===== src/rtl/wtc_pkg.sv =====
package wtc_pkg;
  typedef enum logic [1:0] {
    OP_LOAD   = 2'd0,
    OP_STORE  = 2'd1,
    OP_MODIFY = 2'd2,
    OP_RSVD   = 2'd3
  } wtc_op_e;

  typedef enum logic [2:0] {
    ST_IDLE,
    ST_LOOKUP,
    ST_RDATA,
    ST_FILL,
    ST_MSTORE
  } wtc_state_e;
endpackage


===== src/rtl/wtc_tag_store.sv =====
module wtc_tag_store #(
  parameter int WAYS  = 4,
  parameter int SET_W = 1,
  parameter int WAY_W = 2,
  parameter int TAG_W = 9
) (
  input  logic             clk,
  input  logic             rst,
  input  logic [SET_W-1:0] lk_set,
  input  logic [TAG_W-1:0] lk_tag,
  output logic             lk_hit,
  output logic [WAY_W-1:0] lk_way,
  output logic [WAY_W-1:0] vic_way,
  output logic             vic_valid,
  input  logic             fill_en
);
  localparam int NSET = 1 << SET_W;
  localparam int NWAY = 1 << WAY_W;

  logic [TAG_W-1:0] tag_q   [NSET][NWAY];
  logic             valid_q [NSET][NWAY];
  logic [WAY_W-1:0] ptr_q   [NSET];
  logic [WAYS-1:0]  hv;

  for (genvar w = 0; w < WAYS; w++) begin : g_cmp
    assign hv[w] = valid_q[lk_set][w] && (tag_q[lk_set][w] == lk_tag);
  end

  always_comb begin
    lk_way = '0;
    for (int w = 0; w < WAYS; w++) begin
      if (hv[w]) lk_way = WAY_W'(w);
    end
  end

  assign lk_hit    = |hv;
  assign vic_way   = ptr_q[lk_set];
  assign vic_valid = valid_q[lk_set][vic_way];

  always_ff @(posedge clk) begin
    if (fill_en) tag_q[lk_set][vic_way] <= lk_tag;
  end

  always_ff @(posedge clk) begin
    if (rst) begin
      for (int s = 0; s < NSET; s++) begin
        ptr_q[s] <= '0;
        for (int w = 0; w < NWAY; w++) valid_q[s][w] <= 1'b0;
      end
    end else if (fill_en) begin
      valid_q[lk_set][vic_way] <= 1'b1;
      ptr_q[lk_set] <= (vic_way == WAY_W'(WAYS - 1)) ? '0 : vic_way + 1'b1;
    end
  end
endmodule


===== src/rtl/wtc_data_ram.sv =====
module wtc_data_ram #(
  parameter int AW     = 3,
  parameter int NBYTES = 4
) (
  input  logic                clk,
  input  logic                we,
  input  logic [AW-1:0]       waddr,
  input  logic [NBYTES-1:0]   wbe,
  input  logic [NBYTES*8-1:0] wdata,
  input  logic [AW-1:0]       raddr,
  output logic [NBYTES*8-1:0] rdata
);
  localparam int DEPTH = 1 << AW;

  for (genvar i = 0; i < NBYTES; i++) begin : g_lane
    logic [7:0] mem [DEPTH];
    logic [7:0] rd_q;
    always_ff @(posedge clk) begin
      if (we && wbe[i]) mem[waddr] <= wdata[i*8 +: 8];
      rd_q <= mem[raddr];
    end
    assign rdata[i*8 +: 8] = rd_q;
  end
endmodule


===== src/rtl/wtc_stat_counters.sv =====
module wtc_stat_counters #(
  parameter int CNT_W = 16
) (
  input  logic             clk,
  input  logic             rst,
  input  logic             inc_hit,
  input  logic             inc_miss,
  input  logic             inc_evict,
  output logic [CNT_W-1:0] hit_cnt,
  output logic [CNT_W-1:0] miss_cnt,
  output logic [CNT_W-1:0] evict_cnt
);
  localparam int NCNT = 3;
  logic [NCNT-1:0]  inc;
  logic [CNT_W-1:0] cnt_q [NCNT];

  assign inc = {inc_evict, inc_miss, inc_hit};

  for (genvar k = 0; k < NCNT; k++) begin : g_cnt
    always_ff @(posedge clk) begin
      if (rst)         cnt_q[k] <= '0;
      else if (inc[k]) cnt_q[k] <= cnt_q[k] + 1'b1;
    end
  end

  assign hit_cnt   = cnt_q[0];
  assign miss_cnt  = cnt_q[1];
  assign evict_cnt = cnt_q[2];
endmodule


===== src/rtl/wtc_cache.sv =====
module wtc_cache
  import wtc_pkg::*;
#(
  parameter int ADDR_W = 12,
  parameter int S_BITS = 1,
  parameter int WAYS   = 4,
  parameter int B_BITS = 2,   // must be at least 1
  parameter int CNT_W  = 16
) (
  input  logic                       clk,
  input  logic                       rst,
  input  logic                       req_valid,
  output logic                       req_ready,
  input  logic [1:0]                 req_op,
  input  logic [ADDR_W-1:0]          req_addr,
  input  logic [(1<<B_BITS)-1:0]     req_be,
  input  logic [8*(1<<B_BITS)-1:0]   req_wdata,
  output logic                       rsp_valid,
  output logic                       rsp_hit,
  output logic [8*(1<<B_BITS)-1:0]   rsp_rdata,
  output logic                       mem_rd_req,
  output logic [ADDR_W-1:0]          mem_rd_addr,
  input  logic                       mem_rd_done,
  input  logic [8*(1<<B_BITS)-1:0]   mem_rd_data,
  output logic                       mem_wr_valid,
  output logic [ADDR_W-1:0]          mem_wr_addr,
  output logic [(1<<B_BITS)-1:0]     mem_wr_be,
  output logic [8*(1<<B_BITS)-1:0]   mem_wr_data,
  output logic [CNT_W-1:0]           hit_cnt,
  output logic [CNT_W-1:0]           miss_cnt,
  output logic [CNT_W-1:0]           evict_cnt
);
  localparam int BLK_BYTES = 1 << B_BITS;
  localparam int BLK_W     = 8 * BLK_BYTES;
  localparam int SET_W     = (S_BITS > 0) ? S_BITS : 1;
  localparam int WAY_W     = (WAYS > 1) ? $clog2(WAYS) : 1;
  localparam int TAG_W     = ADDR_W - S_BITS - B_BITS;
  localparam int RAM_AW    = SET_W + WAY_W;

  wtc_state_e              state_q;
  wtc_op_e                 op_q;
  logic [ADDR_W-1:0]       addr_q;
  logic [BLK_BYTES-1:0]    be_q;
  logic [BLK_W-1:0]        wdata_q;
  logic [WAY_W-1:0]        way_q;
  logic                    hit_q;

  logic [SET_W-1:0]        set_idx;
  logic [TAG_W-1:0]        tag_idx;
  logic [ADDR_W-1:0]       blk_addr;
  logic                    lk_hit, vic_valid, fill_en;
  logic [WAY_W-1:0]        lk_way, vic_way;
  logic                    ram_we;
  logic [RAM_AW-1:0]       ram_waddr;
  logic [BLK_BYTES-1:0]    ram_wbe;
  logic [BLK_W-1:0]        ram_wdata, ram_rdata;
  logic                    is_store;

  if (S_BITS == 0) begin : g_fully
    assign set_idx = '0;
  end else begin : g_sets
    assign set_idx = addr_q[B_BITS +: S_BITS];
  end
  assign tag_idx  = addr_q[ADDR_W-1 -: TAG_W];
  assign blk_addr = {addr_q[ADDR_W-1:B_BITS], {B_BITS{1'b0}}};
  assign is_store = (op_q == OP_STORE);

  function automatic logic [BLK_W-1:0] lane_mask(input logic [BLK_W-1:0] d,
                                                 input logic [BLK_BYTES-1:0] be);
    logic [BLK_W-1:0] r;
    for (int i = 0; i < BLK_BYTES; i++) r[i*8 +: 8] = be[i] ? d[i*8 +: 8] : 8'h00;
    return r;
  endfunction

  assign fill_en = (state_q == ST_FILL) && mem_rd_done;

  wtc_tag_store #(
    .WAYS (WAYS), .SET_W(SET_W), .WAY_W(WAY_W), .TAG_W(TAG_W)
  ) u_tags (
    .clk(clk), .rst(rst), .lk_set(set_idx), .lk_tag(tag_idx),
    .lk_hit(lk_hit), .lk_way(lk_way), .vic_way(vic_way),
    .vic_valid(vic_valid), .fill_en(fill_en)
  );

  always_comb begin
    ram_we    = 1'b0;
    ram_waddr = {set_idx, lk_way};
    ram_wbe   = be_q;
    ram_wdata = wdata_q;
    case (state_q)
      ST_LOOKUP: ram_we = is_store && lk_hit;
      ST_FILL: begin
        ram_we    = mem_rd_done;
        ram_waddr = {set_idx, vic_way};
        ram_wbe   = '1;
        ram_wdata = mem_rd_data;
      end
      ST_MSTORE: begin
        ram_we    = 1'b1;
        ram_waddr = {set_idx, way_q};
      end
      default: ram_we = 1'b0;
    endcase
  end

  wtc_data_ram #(.AW(RAM_AW), .NBYTES(BLK_BYTES)) u_data (
    .clk(clk), .we(ram_we), .waddr(ram_waddr), .wbe(ram_wbe),
    .wdata(ram_wdata), .raddr({set_idx, lk_way}), .rdata(ram_rdata)
  );

  wtc_stat_counters #(.CNT_W(CNT_W)) u_cnt (
    .clk(clk), .rst(rst),
    .inc_hit((state_q == ST_LOOKUP && lk_hit) || state_q == ST_MSTORE),
    .inc_miss(state_q == ST_LOOKUP && !lk_hit),
    .inc_evict(fill_en && vic_valid),
    .hit_cnt(hit_cnt), .miss_cnt(miss_cnt), .evict_cnt(evict_cnt)
  );

  assign req_ready = (state_q == ST_IDLE);

  always_ff @(posedge clk) begin
    if (rst) begin
      state_q      <= ST_IDLE;
      op_q         <= OP_LOAD;
      addr_q       <= '0;
      be_q         <= '0;
      wdata_q      <= '0;
      way_q        <= '0;
      hit_q        <= 1'b0;
      rsp_valid    <= 1'b0;
      rsp_hit      <= 1'b0;
      rsp_rdata    <= '0;
      mem_rd_req   <= 1'b0;
      mem_rd_addr  <= '0;
      mem_wr_valid <= 1'b0;
      mem_wr_addr  <= '0;
      mem_wr_be    <= '0;
      mem_wr_data  <= '0;
    end else begin
      rsp_valid    <= 1'b0;
      mem_wr_valid <= 1'b0;
      case (state_q)
        ST_IDLE: begin
          if (req_valid) begin
            op_q    <= (req_op == OP_RSVD) ? OP_LOAD : wtc_op_e'(req_op);
            addr_q  <= req_addr;
            be_q    <= req_be;
            wdata_q <= req_wdata;
            state_q <= ST_LOOKUP;
          end
        end
        ST_LOOKUP: begin
          hit_q <= lk_hit;
          if (is_store) begin
            mem_wr_valid <= 1'b1;
            mem_wr_addr  <= blk_addr;
            mem_wr_be    <= be_q;
            mem_wr_data  <= wdata_q;
            rsp_valid    <= 1'b1;
            rsp_hit      <= lk_hit;
            rsp_rdata    <= '0;
            state_q      <= ST_IDLE;
          end else if (lk_hit) begin
            way_q   <= lk_way;
            state_q <= ST_RDATA;
          end else begin
            way_q       <= vic_way;
            mem_rd_req  <= 1'b1;
            mem_rd_addr <= blk_addr;
            state_q     <= ST_FILL;
          end
        end
        ST_RDATA: begin
          rsp_rdata <= lane_mask(ram_rdata, be_q);
          if (op_q == OP_MODIFY) begin
            state_q <= ST_MSTORE;
          end else begin
            rsp_valid <= 1'b1;
            rsp_hit   <= hit_q;
            state_q   <= ST_IDLE;
          end
        end
        ST_FILL: begin
          if (mem_rd_done) begin
            mem_rd_req <= 1'b0;
            rsp_rdata  <= lane_mask(mem_rd_data, be_q);
            if (op_q == OP_MODIFY) begin
              state_q <= ST_MSTORE;
            end else begin
              rsp_valid <= 1'b1;
              rsp_hit   <= 1'b0;
              state_q   <= ST_IDLE;
            end
          end
        end
        ST_MSTORE: begin
          mem_wr_valid <= 1'b1;
          mem_wr_addr  <= blk_addr;
          mem_wr_be    <= be_q;
          mem_wr_data  <= wdata_q;
          rsp_valid    <= 1'b1;
          rsp_hit      <= hit_q;
          state_q      <= ST_IDLE;
        end
        default: state_q <= ST_IDLE;
      endcase
    end
  end
endmodule


===== config.mk =====
export PLATFORM = sky130hd
export DESIGN_NAME = wtc_cache
export DESIGN_NICKNAME = d
export VERILOG_FILES = /design/src/rtl/wtc_pkg.sv /design/src/rtl/wtc_tag_store.sv /design/src/rtl/wtc_data_ram.sv /design/src/rtl/wtc_stat_counters.sv /design/src/rtl/wtc_cache.sv
export SDC_FILE = /design/constraint.sdc
export NUM_CORES = 1
export LEC_CHECK = 0
export BUFFER_PORTS_ARGS = -buffer_cell sky130_fd_sc_hd__buf_2
export CAP_MARGIN = 10
export CORE_MARGIN = 5
export CORE_UTILIZATION = 55
export DETAILED_ROUTE_END_ITERATION = 8
export PLACE_DENSITY = 0.75
export SLEW_MARGIN = 40
export SYNTH_ARGS = -nofsm -noshare
export SYNTH_HDL_FRONTEND = slang
export SYNTH_SLANG_ARGS = --single-unit
export TNS_END_PERCENT = 100

===== constraint.sdc =====
create_clock -name clk -period 8.2 [get_ports clk]
set_input_delay 0.41 -clock clk [delete_from_list [all_inputs] [get_ports clk]]
set_output_delay 0.41 -clock clk [all_outputs]
set_load 0.01 [all_outputs]

# Word-level counts from Yosys, hierarchy flattened
# Memories as Yosys holds them, arrays and structs flattened. A register that Yosys moved wholly into a read port is not among the register bits.
# Index checks and enable logic that the tools add are counted.
# W data, S select, Z words.
dict set report op_classes {
  bitwise 6
  add_sub_neg 4
  eq_ne 19
  mul 0
  order_cmp 2
  n_reduce_logical 32
  muxes 93
  shift 0
  div_mod_pow 0
}
# cell n
set op_table {}
lappend op_table {{$mux W32} 4}
lappend op_table {{$pmux W32 S3} 1}
lappend op_table {{$mux W8} 8}
lappend op_table {{$pmux W32 S2} 1}
lappend op_table {{$add A16 B1 Y16 const B} 3}
lappend op_table {{$mux W16} 3}
lappend op_table {{$mux W1} 46}
lappend op_table {{$eq A9 B9 Y1} 4}
lappend op_table {{$mux W36} 1}
lappend op_table {{$pmux W12 S2} 1}
lappend op_table {{$mux W4} 5}
lappend op_table {{$demux W9 S2} 1}
lappend op_table {{$logic_and A1 B1 Y1} 14}
lappend op_table {{$mux W2} 7}
lappend op_table {{$ne A2 B2 Y1 const B} 7}
lappend op_table {{$mux W12} 1}
lappend op_table {{$pmux W3 S4} 1}
lappend op_table {{$mux W3} 3}
lappend op_table {{$mux W9} 1}
lappend op_table {{$pmux W1 S4} 2}
lappend op_table {{$pmux W4 S2} 1}
lappend op_table {{$reduce_and A2 Y1} 4}
lappend op_table {{$reduce_or A4 Y1} 2}
lappend op_table {{$eq A2 B2 Y1 const B} 3}
lappend op_table {{other kinds (25)} 32}
dict set report word_totals {
  memories 8
  latch_bits 0
  rom_bits 0
  input_bits 86
  ff_bits 150
  ramBits 388
  out_inout_bits 145
}
# name depth width rd rd_ports_with_merged_regs write_ports line_no
set memory_table {}
lappend memory_table {u_tags.tag_q 2 36 1 1 1 wtc_tag_store.sv:20} ;# logic [TAG_W-1:0] tag_q [NSET][NWAY];
lappend memory_table {{u_data.g_lane[0].mem} 8 8 1 1 1 wtc_data_ram.sv:16} ;# logic [7:0] mem [DEPTH];
lappend memory_table {{u_data.g_lane[1].mem} 8 8 1 1 1 wtc_data_ram.sv:16}
lappend memory_table {{u_data.g_lane[2].mem} 8 8 1 1 1 wtc_data_ram.sv:16}
lappend memory_table {{u_data.g_lane[3].mem} 8 8 1 1 1 wtc_data_ram.sv:16}
lappend memory_table {u_cnt.cnt_q 3 16 3 0 3 wtc_stat_counters.sv:15} ;# logic [CNT_W-1:0] cnt_q [NCNT];
lappend memory_table {{2 more memories} -- -- -- -- -- --}

# Logic depth before layout (Yosys ltp)
dict set report logic_depth {
  ltp_word 9
  mapped_depth 13
}

# Modules after synthesis
# From an unflattened synthesis, not the netlist that was laid out.
dict set report hier_totals {
  hier_cells 1776
  area_unflattened_um2 23457.5
}
# module n_inst seq_area_each_um2 cells_each area_per_inst_um2
set by_module_without_submodules {}
lappend by_module_without_submodules {wtc_data_ram 1 8328.0 446 10602.7}
lappend by_module_without_submodules {wtc_cache 1 2922.8 825 6356.1}
lappend by_module_without_submodules {wtc_tag_store 1 2522.4 247 3764.9}
lappend by_module_without_submodules {wtc_stat_counters 1 1441.4 258 2733.9}

# Worst setup path after synthesis
# OpenSTA, ideal clock, no wires.
dict set report synth_timing {
  path_type {register to register}
  start {register addr_q[4]}
  end {memory u_data.g_lane[3].mem[0][0], enable pin}
  stages_incl_launch_ff 10
  t_arrival_ns 3.190
  setup_time_ns 0.395
  path_slack_ns 4.615
  cell_sequence {dfxtp_1 -> clkbuf_1 -> mux4_2 -> or3_1 -> clkbuf_1 -> nor3_2 -> or4_4 -> buf_6 -> a31oi_1 -> nor4_1}
}
dict set report synth_between {
  elab_chain_cells 8
  word_cells_on_any_way 18
  cone_classes {eq/ne (4); mux (7); reduce/logical (7)}
}
# element line_no
set synth_lines {}
lappend synth_lines {{start, declared} wtc_cache.sv:42} ;# logic [ADDR_W-1:0] addr_q;
lappend synth_lines {{start signal, assigned} wtc_cache.sv:146} ;# addr_q <= req_addr;
lappend synth_lines {{$eq A9 B9 Y1} wtc_tag_store.sv:26} ;# assign hv[w] = valid_q[lk_set][w] && (tag_q[lk_set][w] == lk_tag);
lappend synth_lines {{$logic_and A1 B1 Y1} wtc_tag_store.sv:26}
lappend synth_lines {{$reduce_or A4 Y1} wtc_tag_store.sv:36} ;# assign lk_hit = |hv;
lappend synth_lines {{$logic_and A1 B1 Y1} wtc_cache.sv:91} ;# ST_LOOKUP: ram_we = is_store && lk_hit;
lappend synth_lines {{$pmux W1 S3} wtc_cache.sv:90} ;# case (state_q)
lappend synth_lines {{$logic_and A1 B1 Y1} wtc_data_ram.sv:19} ;# if (we && wbe[i]) mem[waddr] <= wdata[i*8 +: 8];
lappend synth_lines {{$mux W1} wtc_data_ram.sv:19}
lappend synth_lines {{$mux W1 (implied by the code)} wtc_data_ram.sv:19}
lappend synth_lines {{end, declared} wtc_data_ram.sv:16}
# Several ways; a longest one is shown, not always the timed one.

==> metrics.md <==
| Metric | Value |
|---|---|
| Reg2Reg Setup Slack | 3.71 ns |
| Total global routing track utilization | between 20% and 30% |
| Die area | between 40000 and 50000 um^2 |
| Mapped Area | about 23000 um^2 |
| Max IR drop VDD | 0.184 mV |
| Top FF cell, synth | edfxtp_1 |
| Filler cell count | 3156 |
| Initial DRC Count | around 1600 |
| Layout cell share with drive strength beyond 1 | between 20% and 30% |
| Setup CP Type | flop to flop |
| Met2 usage | 42.4% |
| Number of synthesized flops with an enable pin | 388 |
| Post-CTS setup buffers | 0 |
| Ys Warns | 0 |
| Dpl hpwl | about 40 mm |
| CTS sink count | 567 |
| Vias post-DR | 16700 |
| Routability congestion estimate | between 0.8 and 0.9 |
| CTS buffer count | 56 |
| Most frequent cell after synthesis | edfxtp_1 |
| Final setup viols | 0 |
| Avg Cell Area, Syn | 11.7 um^2 |
| Slew Viols, Final | 0 |
| Final count of hold timing violations | 0 |
| Measured slew at the worst slew-check pin | slightly above 0.8 ns |
| First-pass GRT wire length | between 90 and 100 mm |
| Final core occ | ~64% |
| Clock latency at the later pin of the worst-skew pair | 0.61 ns |
| GR peak layer | met2 |
| Final #Nets | 2287 |
| Fin cells | 2781 |
| Async set-reset flop share out of synthesis | 0% |
| Status | complete, no violations |
| Io pins | 231 |
| WL final | 61.1 mm |
| Met3 global-route usage | 4.91% |
| Detailed-route wire length per cell | 22.0 um |
| Width of the die | 217 um |
| Clock Skew | approximately 0.017 ns |
| #FFs+latches synth | around 570 |
| Post-layout min period | 4.49 ns |
| Starting Density | 55.8% |
| CTS HTree Levels | 2 |
| Root buffer cell | clkbuf_16 |
| Worst hold path class | input pin to flop |
| Vias in the first global route | 16300 |
| FMAX | 0.223 GHz |
| CTS clk-pin slew, worst paths | 0.06 ns |
| Height of the die | 217 um |
| Largest net degree at the start of global routing | 84 |
| Core Area | 42100 um^2 |
| PwrDens | 229 nW/um^2 |
| Setup_tns | 0 ns |
| Worst setup SP type | flop |
| Drt pass-1 iters | 5 |
| Port bufs | 224 |
| Hold_buf cts | 0 |
| Lkg Pwr | 9.80 nW |
| Met1 usage | 32.9% |
| Placed cell count | approximately 2700 |
| Post-route ant nets | 0 |
| Ranking of synthesized cells by area | edfxtp_1, dfxtp_1, nand2_1 |
| Crit end category | flop |
| Cell count after synthesis | 2010 |
| CTS tree | built |
| Top cell type's share of synthesized area | between 40 and 50% |
| Drc violations | 0 |
| WP data arrival | roughly 4.7 ns |
| Design area | 27000 um^2 |
| Synth cell count leaders | edfxtp_1, nand2_1, dfxtp_1 |
| Max Root-Sink Buffers | 3 |
| CP required | ~8.4 ns |
| RSZ-0062 raised after global routing | false |
| Gates resized, CTS repair | 0 |
| Placed Area | around 25000 um^2 |
| Via density | 6.02 |
| Max_slew headroom | between 40% and 50% |
| Yosys cell types | between 60 and 70 |
| Max-Cap Viols | 0 |
| Syn-to-layout area delta | 14.9% |
| Initial antenna violation count | 1 |
| Synth area leader | edfxtp_1 |
| Rows | 75 |
| Total grt overflow | 0 |
| CP max FO | 36 |
| Sequential-to-total area share from yosys stat | 64.8% |
| Crit share post-route | 54.8% |
[flip-flops by register name, indices dropped and copies added, names as in the netlist, 4 cells and up, named ones only]
| name | cells |
|---|---|
| mem_rd_addr | 10 |
| u_tags.tag_q | 72 |
| u_cnt.cnt_q | 48 |
| mem_wr_addr | 10 |
| be_q | 4 |
| addr_q | 10 |
| wdata_q | 32 |
| rsp_rdata | 32 |
| u_tags.valid_q | 8 |
| mem_wr_be | 4 |
| u_tags.ptr_q | 4 |
| mem_wr_data | 32 |
| u_data.g_lane.mem | 256 |
| u_data.g_lane.rd_q | 32 |
[logic make-up (layout without fill, tap and decap cells)]
logic type / Yosys count / count (layout) / share of synthesized area [%]
xor gates and xnor gates: 74 / 74 / 2.76
AOI/OAI and AO/OA: 347 / 347 / 9.53
and+or+nand+nor: 740 / 740 / 14.4
buffers and inverters: 170 / 398 / 3.27
other: 1 / 5 / 0.0160
adders and majority gates: 7 / 7 / 0.373
DFF: 567 / 567 / 64.8
muxes: 104 / 104 / 4.82
[critical path, cell delays in order, from the launching register on]
cell and delay [ns]:
dfxtp_2 0.55, buf_4 0.50, mux4_2 0.61, nor3_1 0.20, and4_1 0.23, buf_4 0.43
or4_4 0.40, a31oi_2 0.31, nor3_2 0.77
[report_power, final]
group	switching (mW)	internal [mW]	leakage, nW
Combinational	0.304	0.137	3.79
Clock	1.08	1.47	0.915
Sequential	0.0635	3.14	5.10
Total	1.45	4.74	9.80
[cell usage in the layout, fill, tap and decap left out, types with 10 or more instances in the layout]
cell	netlist	routed
edfxtp_1	388	388
nand2_1	355	354
buf_2	13	223
dfxtp_1	179	176
a21oi_1	139	139
nor2_1	125	122
mux2i_1	66	66
clkbuf_16	0	60
buf_4	5	52
xnor2_1	46	46
and3_1	43	43
nand4_1	41	41
nor3_1	47	38
a31oi_1	35	35
mux2_2	34	34
nand3_1	34	34
a211oi_1	34	34
a22oi_1	33	33
o31ai_1	32	32
nor4_1	32	31
a2111oi_0	32	31
xor2_1	28	28
clkbuf_1	114	16
clkinv_2	0	14
inv_1	13	13
and2_1	13	12
nand2b_1	11	11
o21ai_1	11	11
or2_2	12	11
nor3_2	1	10
[metal layers]
layer | vias up | share of wire [%]
li1 | 7716 | -
met1 | 8206 | 40
met2 | 706 | 49
met3 | 109 | 7.4
met4 | 0 | 3.8
met5 | - | 0
[per-stage QoR]
stage	hold slack (ns)	setup WS (ns)	total power, mW
4_1_cts	0.0150	3.74	6.20
2_1_floorplan	0.435	4.62	3.52
3_5_place_dp	0.442	3.82	3.69
6_report	0.0391	3.71	6.18
3_3_place_gp	0.438	3.54	3.68
5_1_grt	0.0308	3.51	6.38
[area by class of cell]
class	count	area (um^2)	share of cell area, %
sequential	567	15200	56.4
timing repair buffer	280	1600	5.91
antenna	1	2.50	0.00927
clock buffer	83	1660	6.14
tap	539	674	2.50
multi-input combinational	1276	7610	28.2
clock inverter	22	175	0.649
inverter	13	48.8	0.181
[path summary, 6_finish.rpt]
kind              cells past startpoint           start                          to
setup / recovery                      8            flop  u_data.g_lane[2].mem[5][4]
hold reg to reg                       2  mem_wr_addr[6]              mem_wr_addr[6]
hold / removal                        3   req_wdata[10]                 wdata_q[10]
setup reg to reg                      8            flop  u_data.g_lane[2].mem[5][4]
Power figures use the tool's default switching activity.
